===== src/rtl/hbi_pkg.sv =====
package hbi_pkg;
  localparam int unsigned DW  = 8;
  localparam int unsigned AW  = 4;
  localparam int unsigned NCH = 2;

  typedef enum logic [1:0] {
    CY_IDLE,
    CY_WAIT,
    CY_ACK,
    CY_IGN
  } cyc_state_e;

  localparam logic [AW-1:0] RA_STA_A  = 4'd0;
  localparam logic [AW-1:0] RA_STA_B  = 4'd1;
  localparam logic [AW-1:0] RA_CHCTL  = 4'd2;
  localparam logic [AW-1:0] RA_TMRCTL = 4'd3;
  localparam logic [AW-1:0] RA_IMR    = 4'd4;
  localparam logic [AW-1:0] RA_ISR    = 4'd5;
  localparam logic [AW-1:0] RA_IVR    = 4'd6;
  localparam logic [AW-1:0] RA_OPCR   = 4'd7;
  localparam logic [AW-1:0] RA_OPR    = 4'd8;

  // an interrupt is due when any status bit is enabled by its mask bit
  function automatic logic irq_due(logic [DW-1:0] stat, logic [DW-1:0] mask);
    return |(stat & mask);
  endfunction

  // port pins are the complement of the port register
  function automatic logic [DW-1:0] pin_level(logic [DW-1:0] opr);
    return ~opr;
  endfunction

  // idle transmit level is mark (1) whenever the channel is off
  function automatic logic line_level(logic enabled, logic raw);
    return enabled ? raw : 1'b1;
  endfunction
endpackage


===== src/rtl/hbi_sync.sv =====
module hbi_sync #(
  parameter int unsigned W       = 2,
  parameter int unsigned STAGES  = 2,
  parameter logic [W-1:0] RST_VAL = '1
) (
  input  logic         clk,
  input  logic         rst_n,
  input  logic [W-1:0] d,
  output logic [W-1:0] q
);
  logic [W-1:0] stg [STAGES];

  always_ff @(posedge clk or negedge rst_n) begin
    if (!rst_n) begin
      for (int s = 0; s < STAGES; s++) stg[s] <= RST_VAL;
    end else begin
      stg[0] <= d;
      for (int s = 1; s < STAGES; s++) stg[s] <= stg[s-1];
    end
  end

  assign q = stg[STAGES-1];
endmodule


===== src/rtl/hbi_cycle_ctl.sv =====
module hbi_cycle_ctl
  import hbi_pkg::*;
#(
  parameter int unsigned ACK_WAIT = 2
) (
  input  logic clk,
  input  logic rst_n,
  input  logic cs_seen,
  input  logic iack_seen,
  input  logic irq_pending,
  output logic ack_on,
  output logic cyc_iack,
  output logic wr_strobe
);
  localparam int unsigned CNT_W = (ACK_WAIT > 2) ? $clog2(ACK_WAIT - 1) : 1;
  localparam logic [CNT_W-1:0] CNT_LAST = CNT_W'(ACK_WAIT - 2);

  cyc_state_e       state_q;
  logic [CNT_W-1:0] cnt_q;
  logic             iack_q;
  logic             strobe;
  logic             last;
  logic             enter_ack;

  assign strobe    = cs_seen | iack_seen;
  assign last      = (cnt_q == CNT_LAST);
  assign enter_ack = (state_q == CY_WAIT) && strobe && last && (!iack_q || irq_pending);

  always_ff @(posedge clk or negedge rst_n) begin
    if (!rst_n) begin
      state_q <= CY_IDLE;
      cnt_q   <= '0;
      iack_q  <= 1'b0;
    end else begin
      unique case (state_q)
        CY_IDLE: if (strobe) begin
          state_q <= CY_WAIT;
          cnt_q   <= '0;
          iack_q  <= iack_seen;   // acknowledge strobe wins a tie
        end
        CY_WAIT: begin
          if (!strobe)       state_q <= CY_IDLE;
          else if (last)     state_q <= (iack_q && !irq_pending) ? CY_IGN : CY_ACK;
          else               cnt_q   <= cnt_q + CNT_W'(1);
        end
        CY_ACK, CY_IGN: if (!strobe) state_q <= CY_IDLE;
        default: state_q <= CY_IDLE;
      endcase
    end
  end

  assign ack_on    = (state_q == CY_ACK);
  assign cyc_iack  = iack_q;
  assign wr_strobe = enter_ack && !iack_q;
endmodule


===== src/rtl/hbi_regs.sv =====
module hbi_regs
  import hbi_pkg::*;
#(
  parameter logic [DW-1:0] IVR_INIT = 8'h0F
) (
  input  logic            clk,
  input  logic            rst_n,
  input  logic            wr_en,
  input  logic [AW-1:0]   addr,
  input  logic [DW-1:0]   wdata,
  input  logic [DW-1:0]   isr_src,
  input  logic [DW-1:0]   sta_a_src,
  input  logic [DW-1:0]   sta_b_src,
  output logic [DW-1:0]   rdata,
  output logic [DW-1:0]   imr_q,
  output logic [DW-1:0]   isr_q,
  output logic [DW-1:0]   ivr_q,
  output logic [DW-1:0]   opr_q,
  output logic [DW-1:0]   opcr_q,
  output logic [NCH-1:0]  chan_en_q,
  output logic            tmr_run_q
);
  logic [DW-1:0] sta_a_q;
  logic [DW-1:0] sta_b_q;

  // sampled status: refreshed every clock, cleared by reset
  always_ff @(posedge clk or negedge rst_n) begin
    if (!rst_n) begin
      isr_q   <= '0;
      sta_a_q <= '0;
      sta_b_q <= '0;
    end else begin
      isr_q   <= isr_src;
      sta_a_q <= sta_a_src;
      sta_b_q <= sta_b_src;
    end
  end

  // host-writable registers
  always_ff @(posedge clk or negedge rst_n) begin
    if (!rst_n) begin
      imr_q     <= '0;
      ivr_q     <= IVR_INIT;
      opr_q     <= '0;
      opcr_q    <= '0;
      chan_en_q <= '0;
      tmr_run_q <= 1'b0;
    end else if (wr_en) begin
      unique case (addr)
        RA_CHCTL:  chan_en_q <= wdata[NCH-1:0];
        RA_TMRCTL: tmr_run_q <= wdata[0];
        RA_IMR:    imr_q     <= wdata;
        RA_IVR:    ivr_q     <= wdata;
        RA_OPCR:   opcr_q    <= wdata;
        RA_OPR:    opr_q     <= wdata;
        default: ;
      endcase
    end
  end

  always_comb begin
    unique case (addr)
      RA_STA_A:  rdata = sta_a_q;
      RA_STA_B:  rdata = sta_b_q;
      RA_CHCTL:  rdata = {{(DW-NCH){1'b0}}, chan_en_q};
      RA_TMRCTL: rdata = {{(DW-1){1'b0}}, tmr_run_q};
      RA_IMR:    rdata = imr_q;
      RA_ISR:    rdata = isr_q;
      RA_IVR:    rdata = ivr_q;
      RA_OPCR:   rdata = opcr_q;
      RA_OPR:    rdata = opr_q;
      default:   rdata = '0;
    endcase
  end
endmodule


===== src/rtl/hbus_irq_slave.sv =====
module hbus_irq_slave
  import hbi_pkg::*;
#(
  parameter int unsigned   SYNC_STAGES = 2,
  parameter int unsigned   ACK_WAIT    = 2,
  parameter logic [DW-1:0] IVR_INIT    = 8'h0F
) (
  input  logic             clk,
  input  logic             rst_n,
  input  logic             cs_n,
  input  logic             rd_wr,
  input  logic [AW-1:0]    addr,
  input  logic [DW-1:0]    data_in,
  output logic [DW-1:0]    data_out,
  output logic             data_oe,
  output logic             dtack_n,
  output logic             dtack_oe,
  input  logic             iack_n,
  output logic             irq_pull,
  input  logic [DW-1:0]    isr_src,
  input  logic [DW-1:0]    sta_a_src,
  input  logic [DW-1:0]    sta_b_src,
  input  logic [NCH-1:0]   tx_raw,
  output logic [NCH-1:0]   txd,
  output logic [DW-1:0]    op_pins,
  output logic [DW-1:0]    opcr_out,
  output logic [NCH-1:0]   chan_en,
  output logic             ctr_run
);
  logic [1:0]    strb_sync;
  logic          cs_seen;
  logic          iack_seen;
  logic          strobe_seen;
  logic          ack_on;
  logic          cyc_iack;
  logic          wr_strobe;
  logic          wr_ev;
  logic [DW-1:0] rdata;
  logic [DW-1:0] imr_q;
  logic [DW-1:0] isr_q;
  logic [DW-1:0] ivr_q;
  logic [DW-1:0] opr_q;
  logic [DW-1:0] opcr_q;
  logic [NCH-1:0] chan_en_q;
  logic          tmr_run_q;

  hbi_sync #(.W(2), .STAGES(SYNC_STAGES), .RST_VAL(2'b11)) u_sync (
    .clk   (clk),
    .rst_n (rst_n),
    .d     ({iack_n, cs_n}),
    .q     (strb_sync)
  );

  assign cs_seen     = ~strb_sync[0];
  assign iack_seen   = ~strb_sync[1];
  assign strobe_seen = cs_seen | iack_seen;

  hbi_cycle_ctl #(.ACK_WAIT(ACK_WAIT)) u_cyc (
    .clk         (clk),
    .rst_n       (rst_n),
    .cs_seen     (cs_seen),
    .iack_seen   (iack_seen),
    .irq_pending (irq_pull),
    .ack_on      (ack_on),
    .cyc_iack    (cyc_iack),
    .wr_strobe   (wr_strobe)
  );

  assign wr_ev = wr_strobe && !rd_wr;

  hbi_regs #(.IVR_INIT(IVR_INIT)) u_regs (
    .clk       (clk),
    .rst_n     (rst_n),
    .wr_en     (wr_ev),
    .addr      (addr),
    .wdata     (data_in),
    .isr_src   (isr_src),
    .sta_a_src (sta_a_src),
    .sta_b_src (sta_b_src),
    .rdata     (rdata),
    .imr_q     (imr_q),
    .isr_q     (isr_q),
    .ivr_q     (ivr_q),
    .opr_q     (opr_q),
    .opcr_q    (opcr_q),
    .chan_en_q (chan_en_q),
    .tmr_run_q (tmr_run_q)
  );

  assign irq_pull = irq_due(isr_q, imr_q);

  assign data_out = cyc_iack ? ivr_q : rdata;
  assign data_oe  = ack_on && (cyc_iack || rd_wr);
  assign dtack_oe = ack_on;
  assign dtack_n  = ~ack_on;

  assign op_pins  = pin_level(opr_q);
  assign opcr_out = opcr_q;
  assign chan_en  = chan_en_q;
  assign ctr_run  = tmr_run_q;

  for (genvar c = 0; c < NCH; c++) begin : g_txd
    assign txd[c] = line_level(chan_en_q[c], tx_raw[c]);
  end
endmodule


===== config.mk =====
export PLATFORM = sky130hd
export DESIGN_NAME = hbus_irq_slave
export DESIGN_NICKNAME = d
export VERILOG_FILES = /design/src/rtl/hbi_pkg.sv /design/src/rtl/hbi_sync.sv /design/src/rtl/hbi_cycle_ctl.sv /design/src/rtl/hbi_regs.sv /design/src/rtl/hbus_irq_slave.sv
export SDC_FILE = /design/constraint.sdc
export NUM_CORES = 1
export LEC_CHECK = 0
export BUFFER_PORTS_ARGS = -buffer_cell sky130_fd_sc_hd__buf_2
export CAP_MARGIN = 20
export CELL_PAD_IN_SITES_DETAIL_PLACEMENT = 1
export CELL_PAD_IN_SITES_GLOBAL_PLACEMENT = 1
export CORE_UTILIZATION = 38
export DETAILED_ROUTE_END_ITERATION = 8
export PLACE_DENSITY_LB_ADDON = 0.1
export SLEW_MARGIN = 20
export SYNTH_ARGS = -nofsm -noshare
export SYNTH_HDL_FRONTEND = slang
export SYNTH_HIERARCHICAL = 1
export SYNTH_SLANG_ARGS = --single-unit

===== constraint.sdc =====
create_clock -name clk -period 2 [get_ports clk]
set_clock_uncertainty 0.05 [all_clocks]
set_input_delay 0.4 -clock clk [delete_from_list [all_inputs] [get_ports clk]]
set_output_delay 0.4 -clock clk [all_outputs]
set_load 0.05 [all_outputs]

==> flow_metrics.tcl, run 1 <==
set metrics [dict create \
    required_ns 1.55 \
    antenna_found_initial 0 \
    cp.arrival_ns 1.81 \
    htree_levels 3 \
    relSlewSlack_pct 75.29 \
    r2r_cells 7 \
    drtAntennaViolNets 0 \
    clk_pin_slew_ns 0.07 \
    reg2reg_slack_ns 0.09 \
    yosysWarnings 6 \
    cp_top_family "compound AO/OA/AOI/OAI gates" \
    powerDensity_nw_per_um2 936.9 \
    yosysTopAreaCellShare_pct 47.80 \
    grt_pass1_wl_um 13500 \
    setup_viol 8 \
    fin_nets 403 \
    syn_inst 238 \
    hp-class "primary input to asynchronous set/reset pin" \
    synth_seq_cells 66 \
    r2r-end "u_regs/ivr_q[5]$_DFFE_PN0P_" \
    synth_most_common_cell "dfrtp_1" \
    min_period_ns 2.259 \
    portBuffers 75 \
    die_w_um 91.40 \
    clock_tree.buffer_depth 2 \
    start_util_pct 39.30 \
    grt_max_degree 67 \
    ir_drop_v 0.0004199 \
    syn_avg_cell_area_sq_um 12.76 \
    hold_ws_ns -0.004927 \
    maxCapViolCount 0 \
    leakage_nw 2.078 \
    path_cells "a22o_1 -> a222oi_1 -> o2111ai_1 -> mux2_4 -> buf_6" \
    dr.pass1.iters 4 \
    rsz0062_at_grt "true" \
    synth.largest_area_cell "dfrtp_1" \
    cp-start-kind "flip-flop" \
    synth.distinct_cells 47 \
    place_congestion 0.7740 \
    die-area_sq_um 8353 \
    mappedNetlistArea_sq_um 3037 \
    crit_type "flip-flop to primary output" \
    ys_top_cells_by_count "dfrtp_1 (58), mux2_2 (38), a22oi_1 (13), nor2_1 (12)" \
    synth.area.top_cells "dfrtp_1 (48%), mux2_2 (14%), dfstp_2 (6.9%)" \
    routed_via_density 5.135 \
    drt-initial-drc-count 93 \
    pre_cts_ws_ns -0.4330 \
    grt_pass1_vias 2594 \
    wl_per_cell_um 17.98 \
    ys.flop_type "dfrtp_1" \
    syn_to_final_growth_pct 42.44 \
    dp_hpwl_um 6038 \
    r2r_start "u_cyc/state_q[1]$_DFFE_PN0P_" \
    outcome "finished with violations" \
    slowest_delay_ns 0.40 \
    ys_seq_area_share_pct 54.72 \
    worst_slack_ns -0.2591 \
    vias 2398 \
    drive_gt1_share_pct 61.64 \
    max_freq_mhz 442.7 \
    async_flop_share_pct 100.0 \
    rows 32 \
    clock_latency_ns 0.34 \
    period_share_pct 113.0 \
    violations "hold timing, setup timing" \
    worst_slew_pin_slew_ns 0.3707 \
    drt_wl_total_um 8395 \
    clkSinkCount 66 \
    cts_buffers 9 \
    worstSetupEndpointType "primary output" \
    overflow 0 \
    cts_tree "built" \
    crit_slowest_cell "dfrtp_1" \
    drcViolationCount 0 \
    grt.total_usage_pct 21.23 \
    maxSlewViolCount 0 \
    num_antenna_cells 0 \
    hold_buffers 0 \
    core_region_area_sq_um 7727 \
    pin_count 76 \
    root_buffer "clkbuf_8" \
    synth_edf_count 0 \
    die_height_um 91.40 \
    finalSetupTns_ns -1.398 \
    path_buf_inv 1 \
    crit_fanout 3 \
    syn-num-nets 281 \
    hold_violations 3 \
]
through the flow:
step | utilization (%) | area [sq um] | std cells | hold slack, ns | power, mW
floorplan | - | 3102 | 238 | 0.05441 | 2.438
global placement | 48.69 | 3762 | 433 | 0.2962 | 2.772
detailed placement | 48.69 | 3762 | 433 | 0.2978 | 2.795
CTS | 54.86 | 4239 | 465 | 0.01825 | 4.054
global route | 55.97 | 4325 | 467 | 0.03634 | 4.236
finish | 55.97 | 4325 | 467 | -0.004927 | 4.052
cell families after synthesis:
| group | after synthesis | synth area share [%] |
|---|---|---|
| AOI/OAI and AO/OA | 36 | 9.436 |
| and+or+nand+nor | 58 | 11.50 |
| muxes | 53 | 20.35 |
| DFF | 66 | 54.72 |
| buffers and inverters | 25 | 3.996 |
where the power goes:
group	internal, mW	switching (mW)	total, mW
clock	0.586	0.541	1.13
combinational	0.535	0.794	1.33
sequential	1.49	0.106	1.60
worst reg2reg max path: stages (launching register included):
cell	delay (ns)
dfrtp_1	0.38
and2b_1	0.20
nor3b_2	0.16
nor2b_4	0.19
nand2_2	0.09
nor3b_4	0.21
buf_4	0.18
mux2_2	0.34
routing by layer:
metal | track usage (%) | vias up | wire length (um)
li1 | - | 1110 | -
met1 | 27.42 | 1216 | 3754
met2 | 35.53 | 66 | 4128
met3 | 5.444 | 6 | 443
met4 | 5.159 | 0 | 68
met5 | 0 | - | 0
flip-flops by register name, indices dropped and copies added (netlist names):
register / cells
u_cyc/cyc_iack: 1
u_regs/imr_q: 8
u_regs/opcr_q: 8
u_regs/opr_q: 8
u_regs/sta_b_q: 8
u_regs/tmr_run_q: 1
u_regs/chan_en_q: 2
u_sync/stg: 2
u_regs/sta_a_q: 8
u_regs/isr_q: 8
u_cyc/state_q: 2
u_regs/ivr_q: 8
u_sync/q: 2
worst max-delay path by stage:
stage	endpoint	from	slack [ns]	cells after the start
CTS	data_out[0]	u_regs/tmr_run_q$_DFFE_PN0P_	-0.23	5
detailed placement	data_out[1]	addr[0]	-0.43	6
global placement	data_out[0]	addr[0]	-0.44	7
floorplan	data_out[0]	addr[0]	-0.0007	6
global route	data_out[0]	u_regs/tmr_run_q$_DFFE_PN0P_	-0.32	5
finish	data_out[0]	u_regs/tmr_run_q$_DFFE_PN0P_	-0.26	5
layout make-up:
type | instances | area, sq um
clock inverters | 7 | 76.32
flip-flops and latches | 66 | 1662
clock buffers | 9 | 123.9
repair buffers | 125 | 907.1
fillers | 823 | 3402
inverters | 11 | 41.29
multi-input cells | 147 | 1388
well taps | 102 | 127.6
repair_timing:
item | CTS | global route
buffers inserted | 16 | 3
endpoints found under the hold margin | 0 | 0
endpoints found under the setup margin | 19 | 29
gates resized for setup | 46 | 15
pin swaps | 13 | 6
placed cells by master (no fill, tap or decap), types with 5 or more instances in the layout:
cell type,instances
buf_6,9
clkbuf_8,9
nand2_1,5
mux2_2,38
a22oi_2,7
nor2_1,11
inv_1,11
dfrtp_1,58
dfstp_2,8
mux2_4,8
buf_2,62
buf_8,6
a22oi_1,6
buf_4,45
mux2i_1,7
Note: power is estimated with default switching activity, not from simulation.
==> inputs of run 2 (changes only) <==
- CELL_PAD_IN_SITES_DETAIL_PLACEMENT: 1 -> unset
- CELL_PAD_IN_SITES_GLOBAL_PLACEMENT: 1 -> unset
- CORE_UTILIZATION: 38 -> 48
- PLACE_DENSITY: unset -> 0.76
- PLACE_DENSITY_LB_ADDON: 0.1 -> unset
==> flow_metrics.tcl, run 2 (synthesized netlist as in run 1, its figures left out) <==
set metrics [dict create \
    clock_latency_ns 0.35 \
    clock_tree.buffer_depth 2 \
    drt-initial-drc-count 170 \
    setup_viol 9 \
    overflow 0 \
    worstSetupEndpointType "primary output" \
    maxSlewViolCount 0 \
    pin_count 76 \
    core_region_area_sq_um 6026 \
    drive_gt1_share_pct 59.33 \
    min_period_ns 2.275 \
    required_ns 1.55 \
    period_share_pct 113.8 \
    powerDensity_nw_per_um2 935.1 \
    portBuffers 75 \
    dr.pass1.iters 4 \
    r2r_start "u_cyc/state_q[1]$_DFFE_PN0P_" \
    grt_pass1_vias 2411 \
    grt_pass1_wl_um 11900 \
    outcome "finished with violations" \
    die_height_um 81.54 \
    dp_hpwl_um 5121 \
    reg2reg_slack_ns 0.06 \
    worst_slew_pin_slew_ns 0.3622 \
    antenna_found_initial 0 \
    final_cell_mix "buf_2 (63), dfrtp_1 (58), buf_4 (37)" \
    cts_tree "built" \
    pre_cts_ws_ns -0.3978 \
    violations "hold timing, setup timing" \
    hp-class "primary input to asynchronous set/reset pin" \
    rsz0062_at_grt "true" \
    die_w_um 81.54 \
    clk_pin_slew_ns 0.07 \
    cp-start-kind "flip-flop" \
    relSlewSlack_pct 75.65 \
    start_util_pct 50.39 \
    clkSinkCount 66 \
    cts_buffers 9 \
    r2r-end "u_regs/ivr_q[5]$_DFFE_PN0P_" \
    ir_drop_v 0.0008002 \
    hold_violations 4 \
    grt.total_usage_pct 25.16 \
    placedInstanceArea_sq_um 3739 \
    grt_max_degree 67 \
    num_antenna_cells 0 \
    max_freq_mhz 439.5 \
    rows 28 \
    crit_type "flip-flop to primary output" \
    finalSetupTns_ns -1.372 \
    htree_levels 3 \
    routed_via_density 5.459 \
    syn_to_final_growth_pct 39.76 \
    crit_fanout 2 \
    root_buffer "clkbuf_8" \
    maxCapViolCount 0 \
    place_congestion 0.8525 \
    drt_wl_total_um 7466 \
    layout.cells.non_filler 434 \
    mostFrequentLayoutCell "buf_2" \
    r2r_cells 7 \
    worst_slack_ns -0.2752 \
    final_area_sq_um 4244 \
    drcViolationCount 0 \
    fin_nets 397 \
    leakage_nw 2.066 \
    dp.cells 409 \
    die-area_sq_um 6649 \
    drtAntennaViolNets 0 \
    hold_ws_ns -0.007375 \
    cp.arrival_ns 1.83 \
    wl_per_cell_um 17.20 \
    vias 2369 \
]
run 2: how the worst max path moves through the flow:
stage                        endpoint  cells after the start                    startpoint  slack [ns]
after detailed placement  data_out[7]                      7                       addr[0]       -0.40
after global placement    data_out[0]                      7                       addr[0]       -0.37
after global routing      data_out[0]                      5  u_regs/tmr_run_q$_DFFE_PN0P_       -0.35
after floorplan           data_out[0]                      6                       addr[0]     -0.0007
after CTS                 data_out[0]                      5  u_regs/tmr_run_q$_DFFE_PN0P_       -0.28
final                     data_out[0]                      5  u_regs/tmr_run_q$_DFFE_PN0P_       -0.28
run 2: area by class of cell:
cell class | instances | area, sq um
Tap cell | 75 | 93.84
Clock inverter | 5 | 53.80
Clock buffer | 11 | 131.4
Timing Repair Buffer | 119 | 847.1
Sequential cell | 66 | 1662
Fill cell | 431 | 1782
Multi-Input combinational cell | 147 | 1415
Inverter | 11 | 41.29
run 2: per-layer routing:
metal / up-vias / GRT usage [%] / part of all wire, %
met3: 11 / 4.889 / 4.6
met4: 0 / 11.96 / 1.7
li1: 1102 / - / -
met2: 67 / 40.92 / 50
met1: 1189 / 32.28 / 44
met5: - / 0 / 0
run 2: worst max-delay path, stage by stage (launching register included):
cell and delay, ns:
dfrtp_1 0.39, a22o_1 0.22, a222oi_1 0.26, o2111ai_1 0.16, mux2_4 0.29, buf_6 0.15
run 2: per-stage QoR:
step,power (mW),util (%)
6_report,3.969,70.43
5_1_grt,4.132,70.43
4_1_cts,3.948,68.52
3_5_place_dp,2.770,62.04
3_3_place_gp,2.750,62.04
2_1_floorplan,2.438,-
run 2: timing repair:
item	4_1_cts	5_1_grt
gates resized for setup	45	21
hold buffers	0	0
pin swaps	6	7
endpoints found under the setup margin	24	23
setup buffers	6	3
run 2: power breakdown:
group | total, mW | leakage [nW] | switching [mW] | internal (mW)
registers | 1.59 | 0.826 | 0.101 | 1.49
logic | 1.30 | 1.14 | 0.785 | 0.513
clock network | 1.08 | 0.0975 | 0.506 | 0.574
total | 3.97 | 2.07 | 1.39 | 2.58
==> inputs of run 3 (changes only) <==
- HOLD_SLACK_MARGIN: unset -> 0.02
==> flow_metrics.tcl, run 3 (synthesized netlist as in run 1, its figures left out) <==
set metrics [dict create \
    use_met3_pct 4.889 \
    wl_per_cell_um 17.17 \
    period_share_pct 113.8 \
    clock_latency_ns 0.35 \
    r2r_start "u_cyc/state_q[1]$_DFFE_PN0P_" \
    drt-initial-drc-count 157 \
    relSlewSlack_pct 75.67 \
    drcViolationCount 0 \
    cts_tree "built" \
    grt.total_usage_pct 25.21 \
    top_usage_layer "met2" \
    antenna_found_initial 0 \
    cp-start-kind "flip-flop" \
    clkSinkCount 66 \
    worst_slack_ns -0.2763 \
    die-area_sq_um 6649 \
    root_buffer "clkbuf_8" \
    start_util_pct 50.39 \
    crit_fanout 2 \
    cp.arrival_ns 1.83 \
    clk_pin_slew_ns 0.07 \
    grt_pass1_vias 2419 \
    overflow 0 \
    worst_slew_pin_slew_ns 0.3619 \
    num_antenna_cells 0 \
    die_height_um 81.54 \
    htree_levels 3 \
    routed_via_density 5.483 \
    crit_path_start "u_regs/tmr_run_q$_DFFE_PN0P_" \
    portBuffers 75 \
    slowest_delay_ns 0.39 \
    crit_type "flip-flop to primary output" \
    path_buf_inv 1 \
    place_congestion 0.8525 \
    clock_tree.buffer_depth 2 \
    total_power_mw 3.972 \
    fin_nets 398 \
    hold_violations 0 \
    mostFrequentLayoutCell "buf_2" \
    die_w_um 81.54 \
    dr.pass1.iters 4 \
    dp_hpwl_um 5121 \
    fin_util_pct 70.60 \
    min_period_ns 2.276 \
    powerDensity_nw_per_um2 933.7 \
    worstSetupEndpointType "primary output" \
    vias 2385 \
    drtAntennaViolNets 0 \
    grt_pass1_wl_um 11930 \
    setup_viol 9 \
    min_from "iack_n" \
    crit_slowest_cell "dfrtp_1" \
    violations "setup timing" \
    path_cells "a22o_1 -> a222oi_1 -> o2111ai_1 -> mux2_4 -> buf_6" \
    hp-class "primary input to flip-flop" \
    rsz0062_at_grt "true" \
    maxCapViolCount 0 \
    outcome "finished with violations" \
    drive_gt1_share_pct 59.17 \
    rows 28 \
    gr-usage-met2_pct 41.08 \
    final_cell_mix "buf_2 (63), dfrtp_1 (58), buf_4 (37)" \
    max_freq_mhz 439.3 \
    core_region_area_sq_um 6026 \
    cp_top_family "compound AO/OA/AOI/OAI gates" \
    leakage_nw 2.071 \
    grt_max_degree 67 \
    required_ns 1.55 \
    cts_buffers 9 \
    maxSlewViolCount 0 \
    drt_wl_total_um 7470 \
    syn_to_final_growth_pct 40.09 \
    ir_drop_v 0.0008003 \
    pin_count 76 \
    use_met1_pct 32.28 \
]
## run 3: cell count changes in the layout (fill, tap and decap cells not counted)
cell           delta
dlygate4sd3_1     +1
## run 3: power by group
part / internal (mW) / switching [mW] / leakage (nW) / total (mW)
Combinational: 0.514 / 0.786 / 1.15 / 1.30
Sequential: 1.49 / 0.100 / 0.826 / 1.59
Clock: 0.574 / 0.507 / 0.0975 / 1.08
Total: 2.58 / 1.39 / 2.07 / 3.97
## run 3: per-layer routing
layer / share of wire [%] / vias to the layer above
met5: 0 / -
met2: 50 / 68
met1: 44 / 1200
met4: 1.7 / 0
li1: - / 1106
met3: 4.1 / 11
## run 3: final timing paths
| path | endpoint | slack (ns) | cells past startpoint |
|---|---|---|---|
| worst min register to register | u_sync/q[1]$_DFF_PN1_ | 0.31 | 0 |
| min in group asynchronous | u_regs/chan_en_q[0]$_DFFE_PN0P_ | 0.53 | 3 |
| worst min-delay path | u_sync/stg[3]$_DFF_PN1_ | 0.09 | 1 |
| worst max-delay path | data_out[0] | -0.28 | 5 |
| worst max register to register | u_regs/ivr_q[5]$_DFFE_PN0P_ | 0.06 | 7 |
| max in group asynchronous | u_regs/ivr_q[1]$_DFFE_PN1P_ | 1.02 | 3 |
## run 3: repair_timing
action	4_1_cts	5_1_grt
resized for setup	45	21
endpoints found under the hold margin	9	0
pin swaps	6	7
setup endpoints to repair	24	23
hold buffers	1	0
buffers inserted	6	3
## run 3: area by class of cell
class	count	area (sq um)
Clock buffer	11	131.4
Clock inverter	5	53.80
Fill cell	429	1772
Inverter	11	41.29
Multi-Input combinational cell	147	1415
Sequential cell	66	1662
Tap cell	75	93.84
Timing Repair Buffer	120	857.1
## run 3: per-stage QoR
stage	cells	hold WS [ns]	worst slack, ns	TNS (ns)	instance area (sq um)
3_3_place_gp	409	0.2964	-0.3715	-2.674	3739
4_1_cts	432	0.08265	-0.2828	-1.355	4139
6_report	435	0.09439	-0.2763	-1.384	4254
2_1_floorplan	238	0.05441	-0.0007065	-0.0007065	3102
3_5_place_dp	409	0.2993	-0.3978	-3.221	3739
5_1_grt	435	0.08235	-0.3490	-1.981	4254
